$ cat src/rtl/rowhit_pkg.sv
package rowhit_pkg;
  typedef enum logic [1:0] {
    OP_PRE = 2'd0,
    OP_ACT = 2'd1,
    OP_RD  = 2'd2,
    OP_WR  = 2'd3
  } dram_op_e;
endpackage

$ cat src/rtl/rowhit_bank.sv
module rowhit_bank #(
  parameter int ROW_W = 3,
  parameter int T_RP  = 2,
  parameter int T_RCD = 2
) (
  input  logic             clk,
  input  logic             rst,
  input  logic             pre_i,
  input  logic             act_i,
  input  logic [ROW_W-1:0] row_i,
  output logic             open_o,
  output logic [ROW_W-1:0] row_o,
  output logic             act_ok_o,
  output logic             acc_ok_o
);
  localparam int TMAX = (T_RP > T_RCD) ? T_RP : T_RCD;
  localparam int TW   = $clog2(TMAX + 1);

  logic          open_q;
  logic [ROW_W-1:0] row_q;
  logic [TW-1:0] rp_q, rcd_q;

  always_ff @(posedge clk) begin
    if (rst) begin
      open_q <= 1'b0;
      row_q  <= '0;
      rp_q   <= '0;
      rcd_q  <= '0;
    end else begin
      if (rp_q != '0)  rp_q  <= rp_q - 1'b1;
      if (rcd_q != '0) rcd_q <= rcd_q - 1'b1;
      if (pre_i) begin
        open_q <= 1'b0;
        rp_q   <= TW'(T_RP - 1);
      end else if (act_i) begin
        open_q <= 1'b1;
        row_q  <= row_i;
        rcd_q  <= TW'(T_RCD - 1);
      end
    end
  end

  assign open_o   = open_q;
  assign row_o    = row_q;
  assign act_ok_o = (rp_q == '0);
  assign acc_ok_o = (rcd_q == '0);

  assert_pre_open_R9: assert property (@(posedge clk) disable iff (rst)
    pre_i |-> open_q);
  assert_act_closed_R2: assert property (@(posedge clk) disable iff (rst)
    act_i |-> (!open_q && !pre_i));
endmodule

$ cat src/rtl/rowhit_pick.sv
module rowhit_pick #(
  parameter int DEPTH   = 4,
  parameter int BANKS   = 2,
  parameter int BANK_W  = 1,
  parameter int ID_W    = 2,
  parameter int ROW_W   = 3,
  parameter int AGE_W   = 2,
  parameter int AGE_MAX = 3,
  parameter int IW      = 2
) (
  input  logic              clk,
  input  logic              rst,
  input  logic [DEPTH-1:0]  vld_i,
  input  logic [ID_W-1:0]   id_i   [DEPTH],
  input  logic [BANK_W-1:0] bank_i [DEPTH],
  input  logic [ROW_W-1:0]  row_i  [DEPTH],
  input  logic [AGE_W-1:0]  age0_i,
  input  logic [BANKS-1:0]  open_i,
  input  logic [ROW_W-1:0]  orow_i [BANKS],
  input  logic [BANKS-1:0]  act_ok_i,
  input  logic [BANKS-1:0]  acc_ok_i,
  output logic              go_o,
  output logic [IW-1:0]     idx_o,
  output logic              access_o,
  output logic              act_o
);
  logic             force_old;
  logic [DEPTH-1:0] elig, owner, hit, prep;

  always_comb begin
    force_old = vld_i[0] && (age0_i >= AGE_W'(AGE_MAX));
    for (int i = 0; i < DEPTH; i++) begin
      elig[i]  = vld_i[i] && (!force_old || i == 0);
      owner[i] = 1'b1;
      for (int j = 0; j < i; j++) begin
        if (vld_i[j] && id_i[j] == id_i[i])     elig[i]  = 1'b0;
        if (vld_i[j] && bank_i[j] == bank_i[i]) owner[i] = 1'b0;
      end
      hit[i]  = elig[i] && open_i[bank_i[i]] &&
                (orow_i[bank_i[i]] == row_i[i]) && acc_ok_i[bank_i[i]];
      prep[i] = elig[i] && owner[i] &&
                (open_i[bank_i[i]] ? (orow_i[bank_i[i]] != row_i[i])
                                   : act_ok_i[bank_i[i]]);
    end
    go_o     = 1'b0;
    access_o = 1'b0;
    idx_o    = '0;
    // preparation candidates first, hits override; lowest index wins each pass
    for (int i = DEPTH - 1; i >= 0; i--) begin
      if (prep[i]) begin
        go_o  = 1'b1;
        idx_o = IW'(i);
      end
    end
    for (int i = DEPTH - 1; i >= 0; i--) begin
      if (hit[i]) begin
        go_o     = 1'b1;
        access_o = 1'b1;
        idx_o    = IW'(i);
      end
    end
    act_o = !open_i[bank_i[idx_o]];
  end

  assert_forced_oldest_R7: assert property (@(posedge clk) disable iff (rst)
    (vld_i[0] && age0_i >= AGE_W'(AGE_MAX) && go_o) |-> (idx_o == '0));
endmodule

$ cat src/rtl/rowhit_sched.sv
module rowhit_sched
  import rowhit_pkg::*;
#(
  parameter int DEPTH   = 4,
  parameter int BANKS   = 2,
  parameter int ID_W    = 2,
  parameter int ROW_W   = 3,
  parameter int COL_W   = 3,
  parameter int T_RP    = 2,
  parameter int T_RCD   = 2,
  parameter int AGE_MAX = 3
) (
  input  logic                     clk,
  input  logic                     rst,
  input  logic                     enq_valid_i,
  input  logic                     enq_write_i,
  input  logic [ID_W-1:0]          enq_id_i,
  input  logic [$clog2(BANKS)-1:0] enq_bank_i,
  input  logic [ROW_W-1:0]         enq_row_i,
  input  logic [COL_W-1:0]         enq_col_i,
  output logic                     enq_ready_o,
  output logic                     cmd_valid_o,
  output logic [1:0]               cmd_op_o,
  output logic [$clog2(BANKS)-1:0] cmd_bank_o,
  output logic [ROW_W-1:0]         cmd_row_o,
  output logic [COL_W-1:0]         cmd_col_o,
  output logic                     cpl_valid_o,
  output logic [ID_W-1:0]          cpl_id_o,
  output logic                     cpl_write_o
);
  localparam int BANK_W = $clog2(BANKS);
  localparam int AGE_W  = $clog2(AGE_MAX + 1);
  localparam int IW     = $clog2(DEPTH);

  // request pool, index 0 is the oldest entry
  logic [DEPTH-1:0]  v_q, v_d, wr_q, wr_d;
  logic [ID_W-1:0]   id_q   [DEPTH];
  logic [ID_W-1:0]   id_d   [DEPTH];
  logic [BANK_W-1:0] bank_q [DEPTH];
  logic [BANK_W-1:0] bank_d [DEPTH];
  logic [ROW_W-1:0]  row_q  [DEPTH];
  logic [ROW_W-1:0]  row_d  [DEPTH];
  logic [COL_W-1:0]  col_q  [DEPTH];
  logic [COL_W-1:0]  col_d  [DEPTH];
  logic [AGE_W-1:0]  age_q  [DEPTH];
  logic [AGE_W-1:0]  age_d  [DEPTH];

  logic [BANKS-1:0] open_b, act_ok_b, acc_ok_b, pre_b, act_b;
  logic [ROW_W-1:0] orow_b [BANKS];

  logic          go, access, act;
  logic [IW-1:0] idx;
  logic          rm, enq_ok;

  assign enq_ready_o = !v_q[DEPTH-1];
  assign enq_ok      = enq_valid_i && !v_q[DEPTH-1];
  assign rm          = go && access;

  rowhit_pick #(
    .DEPTH(DEPTH), .BANKS(BANKS), .BANK_W(BANK_W), .ID_W(ID_W),
    .ROW_W(ROW_W), .AGE_W(AGE_W), .AGE_MAX(AGE_MAX), .IW(IW)
  ) u_pick (
    .clk(clk), .rst(rst), .vld_i(v_q), .id_i(id_q), .bank_i(bank_q),
    .row_i(row_q), .age0_i(age_q[0]), .open_i(open_b), .orow_i(orow_b),
    .act_ok_i(act_ok_b), .acc_ok_i(acc_ok_b),
    .go_o(go), .idx_o(idx), .access_o(access), .act_o(act)
  );

  for (genvar g = 0; g < BANKS; g++) begin : g_bank
    assign pre_b[g] = go && !access && !act && (bank_q[idx] == BANK_W'(g));
    assign act_b[g] = go && !access &&  act && (bank_q[idx] == BANK_W'(g));
    rowhit_bank #(.ROW_W(ROW_W), .T_RP(T_RP), .T_RCD(T_RCD)) u_bank (
      .clk(clk), .rst(rst), .pre_i(pre_b[g]), .act_i(act_b[g]),
      .row_i(row_q[idx]), .open_o(open_b[g]), .row_o(orow_b[g]),
      .act_ok_o(act_ok_b[g]), .acc_ok_o(acc_ok_b[g])
    );
  end

  always_comb begin
    int pos;
    pos = $countones(v_q) - (rm ? 1 : 0);
    v_d  = '0;
    wr_d = '0;
    for (int i = 0; i < DEPTH; i++) begin
      int s;
      s = (rm && i >= int'(idx)) ? i + 1 : i;
      id_d[i] = '0; bank_d[i] = '0; row_d[i] = '0; col_d[i] = '0; age_d[i] = '0;
      if (s < DEPTH) begin
        v_d[i]    = v_q[s];
        wr_d[i]   = wr_q[s];
        id_d[i]   = id_q[s];
        bank_d[i] = bank_q[s];
        row_d[i]  = row_q[s];
        col_d[i]  = col_q[s];
        age_d[i]  = age_q[s];
        if (rm && i < int'(idx) && age_q[i] < AGE_W'(AGE_MAX))
          age_d[i] = age_q[i] + 1'b1;
      end
      if (enq_ok && i == pos) begin
        v_d[i]    = 1'b1;
        wr_d[i]   = enq_write_i;
        id_d[i]   = enq_id_i;
        bank_d[i] = enq_bank_i;
        row_d[i]  = enq_row_i;
        col_d[i]  = enq_col_i;
        age_d[i]  = '0;
      end
    end
  end

  always_ff @(posedge clk) begin
    if (rst) begin
      v_q <= '0;
    end else begin
      v_q <= v_d;
    end
    wr_q <= wr_d;
    for (int i = 0; i < DEPTH; i++) begin
      id_q[i]   <= id_d[i];
      bank_q[i] <= bank_d[i];
      row_q[i]  <= row_d[i];
      col_q[i]  <= col_d[i];
      age_q[i]  <= rst ? '0 : age_d[i];
    end
  end

  always_ff @(posedge clk) begin
    if (rst) begin
      cmd_valid_o <= 1'b0;
      cmd_op_o    <= '0;
      cmd_bank_o  <= '0;
      cmd_row_o   <= '0;
      cmd_col_o   <= '0;
      cpl_valid_o <= 1'b0;
      cpl_id_o    <= '0;
      cpl_write_o <= 1'b0;
    end else begin
      cmd_valid_o <= go;
      if (access) cmd_op_o <= wr_q[idx] ? OP_WR : OP_RD;
      else        cmd_op_o <= act ? OP_ACT : OP_PRE;
      cmd_bank_o  <= bank_q[idx];
      cmd_row_o   <= row_q[idx];
      cmd_col_o   <= col_q[idx];
      cpl_valid_o <= rm;
      cpl_id_o    <= id_q[idx];
      cpl_write_o <= wr_q[idx];
    end
  end

  assert_access_open_row_R1: assert property (@(posedge clk) disable iff (rst)
    (cmd_valid_o && cmd_op_o[1]) |-> (open_b[cmd_bank_o] && orow_b[cmd_bank_o] == cmd_row_o));
  assert_no_overflow_R8: assert property (@(posedge clk) disable iff (rst)
    (v_q[DEPTH-1] && !rm) |=> v_q[DEPTH-1]);
endmodule

$ cat config.mk
export PLATFORM = sky130hd
export DESIGN_NAME = rowhit_sched
export DESIGN_NICKNAME = d
export VERILOG_FILES = /design/src/rtl/rowhit_pkg.sv /design/src/rtl/rowhit_bank.sv /design/src/rtl/rowhit_pick.sv /design/src/rtl/rowhit_sched.sv
export SDC_FILE = /design/constraint.sdc
export NUM_CORES = 1
export LEC_CHECK = 0
export BUFFER_PORTS_ARGS = -buffer_cell sky130_fd_sc_hd__buf_4
export CAP_MARGIN = 20
export CORE_UTILIZATION = 56
export DETAILED_ROUTE_END_ITERATION = 8
export PLACE_DENSITY = 0.74
export SLEW_MARGIN = 20
export SYNTH_ARGS = -nofsm -noshare
export SYNTH_HDL_FRONTEND = slang
export SYNTH_SLANG_ARGS = --single-unit
$ cat constraint.sdc
create_clock -name clk -period 10 [get_ports clk]
set_clock_uncertainty 0.1 [all_clocks]
set_input_delay 0.5 -clock clk [delete_from_list [all_inputs] [get_ports clk]]
set_output_delay 0.5 -clock clk [all_outputs]
set_load 0.01 [all_outputs]
Yosys cells after proc, flatten, opt, wreduce, memory -nomap -nowiden
Memory sizes are Yosys's and may differ from the RTL's. A register that Yosys moved wholly into a read port is not among the register bits.
Index checks and enable logic that the tools add are counted.
{"block": "word_totals", "regBits": 59, "input_bits": 13, "mem_bits_rw": 20, "memories": 2}
{"name": "col_q", "words": 4, "word_bits": 3, "rd": 5, "rd_clocked_by_memory_dff": 1, "write_ports": 4, "line_no": "rowhit_sched.sv:43", "source": "logic [COL_W-1:0] col_q [DEPTH];"}
{"name": "age_q", "words": 4, "word_bits": 2, "rd": 7, "rd_clocked_by_memory_dff": 0, "write_ports": 4, "line_no": "rowhit_sched.sv:45", "source": "logic [AGE_W-1:0] age_q [DEPTH];"}
{"block": "classes", "n_reduce_logical": 76, "n_bitwise": 12, "addsub": 11, "n_eq_ne": 23, "mux": 226, "magnitude_cmp": 33}
{"op": "$ge A32 B3 Y1 const B", "count": 4}
{"op": "$mux W3", "count": 39}
{"op": "$mux W1", "count": 114}
{"op": "$mux W2", "count": 49}
{"op": "$not A2 Y32", "count": 2}
{"op": "$logic_and A1 B1 Y1", "count": 57}
{"op": "$logic_not A32 Y1", "count": 1}
{"op": "$not A1 Y32", "count": 1}
{"op": "$not A3 Y32", "count": 1}
{"op": "$bmux W3 S2", "count": 5}
{"op": "$bmux W1 S2", "count": 14}
{"op": "$bmux W2 S2", "count": 5}
{"op": "$lt A2 B3 Y1 const B", "count": 5}
{"op": "$eq A2 B2 Y1", "count": 6}
{"op": "$eq A3 B3 Y1", "count": 4}
{"op": "$ne A3 B3 Y1", "count": 4}
{"op": "$reduce_bool A2 Y1", "count": 6}
{"op": "$ge A2 B2 Y1 const B", "count": 5}
{"op": "$lt A1 B2 Y1 const B", "count": 5}
{"op": "$eq A3 B4 Y1 const A", "count": 2}
{"op": "$logic_not A2 Y1", "count": 4}
{"op": "$not A1 Y2", "count": 4}
{"op": "$sub A2 B1 Y2 const B", "count": 4}
{"op": "$add A2 B1 Y2 const B", "count": 3}
{"op": "other kinds (18)", "count": 37}

Depth between registers and ports, before layout
An unclocked memory read counts as a cell.
{"block": "logic_depth", "depth_word": 29, "depth_mapped": 22}

By module
A second synthesis with hierarchy kept.
{"block": "hier_totals", "cells_unflattened": 439, "area_unflattened_um2": 4832.1}
{"module": "rowhit_sched", "cells_per_inst": 262, "instances": 1, "area_each_um2": 3328.2, "seq_area_each_um2": 1721.7}
{"module": "rowhit_pick", "cells_per_inst": 109, "instances": 1, "area_each_um2": 885.8, "seq_area_each_um2": 0.0}
{"module": "rowhit_bank", "cells_per_inst": 34, "instances": 2, "area_each_um2": 309.0, "seq_area_each_um2": 160.2}

Worst setup path after synthesis
Ideal clock, no wire load.
{"block": "synth_path", "path_type": "reg2reg", "startpoint": "reg bank_q[3] in the netlist's numbering", "endpoint": "mem col_q[2][0] (data pin)", "n_path_buf": 3, "setup_slack_ns": 4.731, "required_ns": 9.640, "setup_ns": 0.260, "stages_incl_launch_ff": 20, "t_arrival_ns": 4.909, "period_less_slack_ns": 5.269, "cell_sequence": "edfxtp_1 -> buf_2 -> nor3b_1 -> o21ai_0 -> nor4_4 -> a41o_1 -> nor2_2 -> inv_1 -> ha_1 -> fa_1 -> inv_1 -> ha_1 -> inv_1 -> fa_1 -> a221oi_1 -> nor2b_1 -> nor2b_1 -> clkbuf_1 -> clkbuf_1 -> mux2_2"}
{"item": "start: declaration", "line_no": "rowhit_sched.sv:39", "source": "logic [BANK_W-1:0] bank_q [DEPTH];"}
{"item": "start signal: indexed assignment", "line_no": "rowhit_sched.sv:120", "source": "bank_q[i] <= bank_d[i];"}
{"item": "end: declaration", "line_no": "rowhit_sched.sv:43"}

Final worst setup path
{"block": "layout_path", "startpoint": "reg bank_q[3] in the netlist's numbering", "endpoint": "reg row_q[10] in the netlist's numbering (enable)"}
{"block": "layout_via", "elab_chain_cells": 24, "elab_cells_between_ends": 67}
{"item": "$eq A1 B1 Y1", "line_no": "rowhit_pick.sv:37", "source": "if (vld_i[j] && bank_i[j] == bank_i[i]) owner[i] = 1'b0;"}
{"item": "$logic_and A1 B1 Y1", "line_no": "rowhit_pick.sv:37"}
{"item": "$mux W1 (3 in series)", "line_no": "rowhit_pick.sv:37"}
{"item": "$logic_and A1 B1 Y1 (2 in series)", "line_no": "rowhit_pick.sv:41", "source": "prep[i] = elig[i] && owner[i] &&"}
{"item": "$mux W1 (4 in series)", "line_no": "rowhit_pick.sv:50", "source": "if (prep[i]) begin"}
{"item": "$mux W1 (4 in series)", "line_no": "rowhit_pick.sv:56", "source": "if (hit[i]) begin"}
{"item": "$logic_and A1 B1 Y1 (*)", "line_no": "rowhit_sched.sv:57", "source": "assign rm = go && access;"}
{"item": "named net rm", "line_no": "rowhit_sched.sv:53", "source": "logic rm, enq_ok;"}
{"item": "parallel branches: the longest is 7 deep, another holds $sub A3 B1 Y4"}
{"item": "$mux W3 (*)", "line_no": "rowhit_sched.sv:99", "source": "if (enq_ok && i == pos) begin"}
{"item": "end signal: indexed assignment", "line_no": "rowhit_sched.sv:121", "source": "row_q[i] <= row_d[i];"}
{"item": "end: declaration", "line_no": "rowhit_sched.sv:41", "source": "logic [ROW_W-1:0] row_q [DEPTH];"}
Mark *: on every way through the listed nets, which the timed path passes. The select of a mux whose other input is x is not followed.
A chain may end at the register's enable or synchronous reset.

==> results.py <==
metrics = {
    "power_and_ir_drop": {
        "p_comb_frac": 0.443,
        "pwr_density_cell_mw_per_mm2": 293,
        "p_switching_w": 0.000676,
        "pwr-share-seq": 0.386,
        "switching_share": 0.437,
        "pwr-share-clk": 0.171,
        "vdd_drop_max_mv": 0.168,
        "p_leak_nw": 1.98,
        "intPower_w": 0.000872,
    },
    "synth": {
        "synthFlopType": "dfxtp_1",
        "yosysTopAreaCell": "edfxtp_1",
        "async_flop_share": 0,
        "yosysTopAreaCellShare": 0.245,
        "yosysSeqAreaShare": 0.417,
        "ys_ff_latch": 82,
        "synth_area_per_cell_um2": 9.47,
        "yosysWarnings": 0,
        "synth_edf_count": 40,
        "syn_nets": 540,
        "syn_area_mm2": 0.00490,
        "synth.area.top_cells": "edfxtp_1 (25%), dfxtp_1 (17%), nand2_1 (7.1%), mux2i_1 (4.9%), xnor2_1 (4.5%)",
        "ys_types": 71,
        "syn_inst": 517,
    },
    "layout": {
        "fin_util": 0.634,
        "fillers": 698,
        "final_cells": 630,
        "fin_area_mm2": 0.00529,
        "diodes": 0,
        "final_nets": 543,
        "final_common_cell": "nand2_1",
        "most-common-layout-cells": "nand2_1 (93), dfxtp_1 (42), edfxtp_1 (40), buf_4 (30), nor2_1 (29)",
        "drive_above_1_share": 0.164,
        "syn_to_final_growth_pct": 8.02,
    },
    "global_routing": {
        "grt_pass1_vias": 3772,
        "grt_usage": 0.304,
        "grt_pass1_wl_mm": 20.4,
        "grt_max_degree": 34,
        "grt-ovfl-total": 0,
        "grt_antenna_before_repair": 0,
    },
    "route": {
        "routed.top_layer": "met4",
        "wl_mm": 12.9,
        "vias_per_cell": 6.37,
        "routedLengthMet1_mm": 5.65,
        "dr_wl_met2_mm": 6.08,
        "num_vias": 4011,
        "drt_iter0_drc": 344,
        "dr.pass1.iters": 5,
        "ant_nets": 0,
        "met3_length_um": 869,
        "drc": 0,
        "wl_per_cell_um": 20.5,
    },
    "sta": {
        "whs_ns": 0.325,
        "finalCriticalPeriod_ns": 6.44,
        "rsz0062_at_grt": "no",
        "setup_viol": 0,
        "finalCritPeriodShare": 0.644,
        "worst_pin_slew_ns": 0.928,
        "max_slew_margin": 0.379,
        "finalMaxSlewViolations": 0,
        "max_freq_ghz": 0.155,
        "setup_tns_ns": 0,
        "finalHoldViolCount": 0,
    },
    "clock_tree": {
        "htreeDepth": 3,
        "cts_sinks": 82,
        "clk_latency_ns": 0.36,
        "postCtsSetupRepairBufs": 0,
        "cts-root-buf": "clkbuf_8",
        "clk_pin_slew_ns": 0.10,
        "clockBufferDepth": 2,
        "ctsHoldBuffers": 0,
        "cts_buffers": 9,
        "cts_resized": 0,
        "cts_tree": "yes",
    },
    "place": {
        "dp.cells": 614,
        "gp_routability_congestion": 0.952,
        "port_buffers": 27,
        "dp_hpwl_mm": 9.08,
        "placed_area_mm2": 0.00507,
    },
    "floorplan": {
        "fp.dieArea_mm2": 0.00912,
        "die_x_um": 95.5,
        "coreArea_mm2": 0.00834,
        "start_util": 0.587,
        "rows": 33,
        "die_h_um": 95.5,
        "io_pins": 28,
    },
    "worst_setup_path": {
        "cpMostUsedCell": "inv_1",
        "cp.required_ns": 9.90,
        "path_class": "reg -> reg",
        "end_kind": "register",
        "max_stage_delay_ns": 0.73,
        "path_cells": "mux2i_1 -> xnor2_1 -> nor4_4 -> a41o_1 -> nor2_2 -> inv_1 -> ha_1 -> fa_1 -> inv_1 -> ha_1 -> inv_1 -> fa_1 -> a221oi_1 -> nor2b_1 -> nand2_1 -> nand2_1",
        "worstPathArrival_ns": 6.34,
        "cp-start-kind": "register",
        "critPathMaxFanout": 19,
        "crit_slowest_cell": "nor2_2",
    },
    "run": {
        "maxCapViolations": 0,
    },
    "run_status": {
        "status": "complete, no violations",
    },
    "min_path": {
        "min_path_type": "in -> reg",
    },
}
-- metal layers --
metal	up-vias	global-route usage
li1	1887	-
met1	1930	0.431
met2	169	0.473
met3	25	0.0510
met4	0	0.0983
met5	-	0
-- synthesized netlist by cell type (all sizes together) (2+ instances only) --
library cell and number:
a211o 3, a221oi 2, mux2 17, o211ai 10
nor3b 6, nand4 9, o221ai 2, nand3 20
or2 3, mux2i 24, edfxtp 40, xnor2 25
xor2 13, o221a 2, ha 8, a21o 2
and3 2, nor2b 4, dfxtp 42, inv 17
o32ai 3, o21a 4, a21oi 11, clkbuf 24
or4 3, nor3 11, fa 2, or3 2
a31oi 5, o32a 3, o21ai 16, nand2 93
a31o 2, nor2 30, nor4 2, a211oi 8
a2111oi 7, buf 14, o311ai 7, o31ai 4
-- registers in the layout (all words and copies together) (netlist names) --
name                  flops
age_q                     8
bank_q                    4
cmd_bank_o                1
cmd_col_o                 3
cmd_op_o                  2
cmd_row_o                 3
cmd_valid_o               1
col_q                    12
cpl_id_o                  2
cpl_valid_o               1
cpl_write_o               1
g_bank.u_bank.open_o      2
g_bank.u_bank.rcd_q       4
g_bank.u_bank.row_o       6
g_bank.u_bank.rp_q        4
id_q                      8
row_q                    12
v_q                       4
wr_q                      4
-- metrics by stage --
stage               setup slack (ns)  total power, W
CTS                             3.44         0.00154
detailed placement              3.44         0.00127
global placement                3.72         0.00126
global route                    3.24         0.00164
finish                          3.56         0.00155
floorplan                       4.73         0.00107
-- final cells by class --
| cell class | count | area [µm²] | share of cell area |
|---|---|---|---|
| Clock buffer | 9 | 124 | 0.0234 |
| Clock inverter | 7 | 87.6 | 0.0166 |
| Inverter | 18 | 67.6 | 0.0128 |
| Multi-Input combinational cell | 379 | 2610 | 0.494 |
| Sequential cell | 82 | 2040 | 0.386 |
| Tap cell | 105 | 131 | 0.0248 |
| Timing Repair Buffer | 30 | 225 | 0.0426 |
-- power groups by stage --
stage / sequential [W] / combinational [W] / clock (W)
2_1_floorplan: 0.000549 / 0.000526 / 0
3_3_place_gp: 0.000597 / 0.000659 / 0
3_5_place_dp: 0.000601 / 0.000674 / 0
4_1_cts: 0.000593 / 0.000677 / 0.000267
5_1_grt: 0.000608 / 0.000751 / 0.000280
6_report: 0.000597 / 0.000686 / 0.000265
-- logic make-up after synthesis --
| logic type | count (synthesis) | share of synthesized area |
|---|---|---|
| mux | 41 | 0.0882 |
| fa+ha+maj | 10 | 0.0286 |
| compound gates | 101 | 0.164 |
| flops | 82 | 0.417 |
| buf+inv | 56 | 0.0501 |
| simple gates | 189 | 0.184 |
| xor+xnor | 38 | 0.0680 |
-- worst paths after layout --
check / depth (start not counted) / slack [ns] / endpoint / start
worst max-delay path: 16 / 3.56 / row_q[10] / bank_q[3]
worst min-delay path: 3 / 0.33 / col_q[3][2] / enq_col_i[2]
worst max register to register: 16 / 3.56 / row_q[10] / bank_q[3]
worst min register to register: 2 / 0.38 / g_bank[1].u_bank.rcd_q[1] / g_bank[1].u_bank.rcd_q[1]
-- worst max-delay path: cells and delay by family, from the launching register on --
kind / cells / cell delay, ns
AOI/OAI and AO/OA: 2 / 0.85
xor gates and xnor gates: 1 / 0.38
buffers and inverters: 3 / 0.37
and+or+nand+nor: 5 / 2.20
adders and majority gates: 4 / 1.36
muxes: 1 / 0.16
DFF: 1 / 0.65
(Power assumes the default switching activity.)
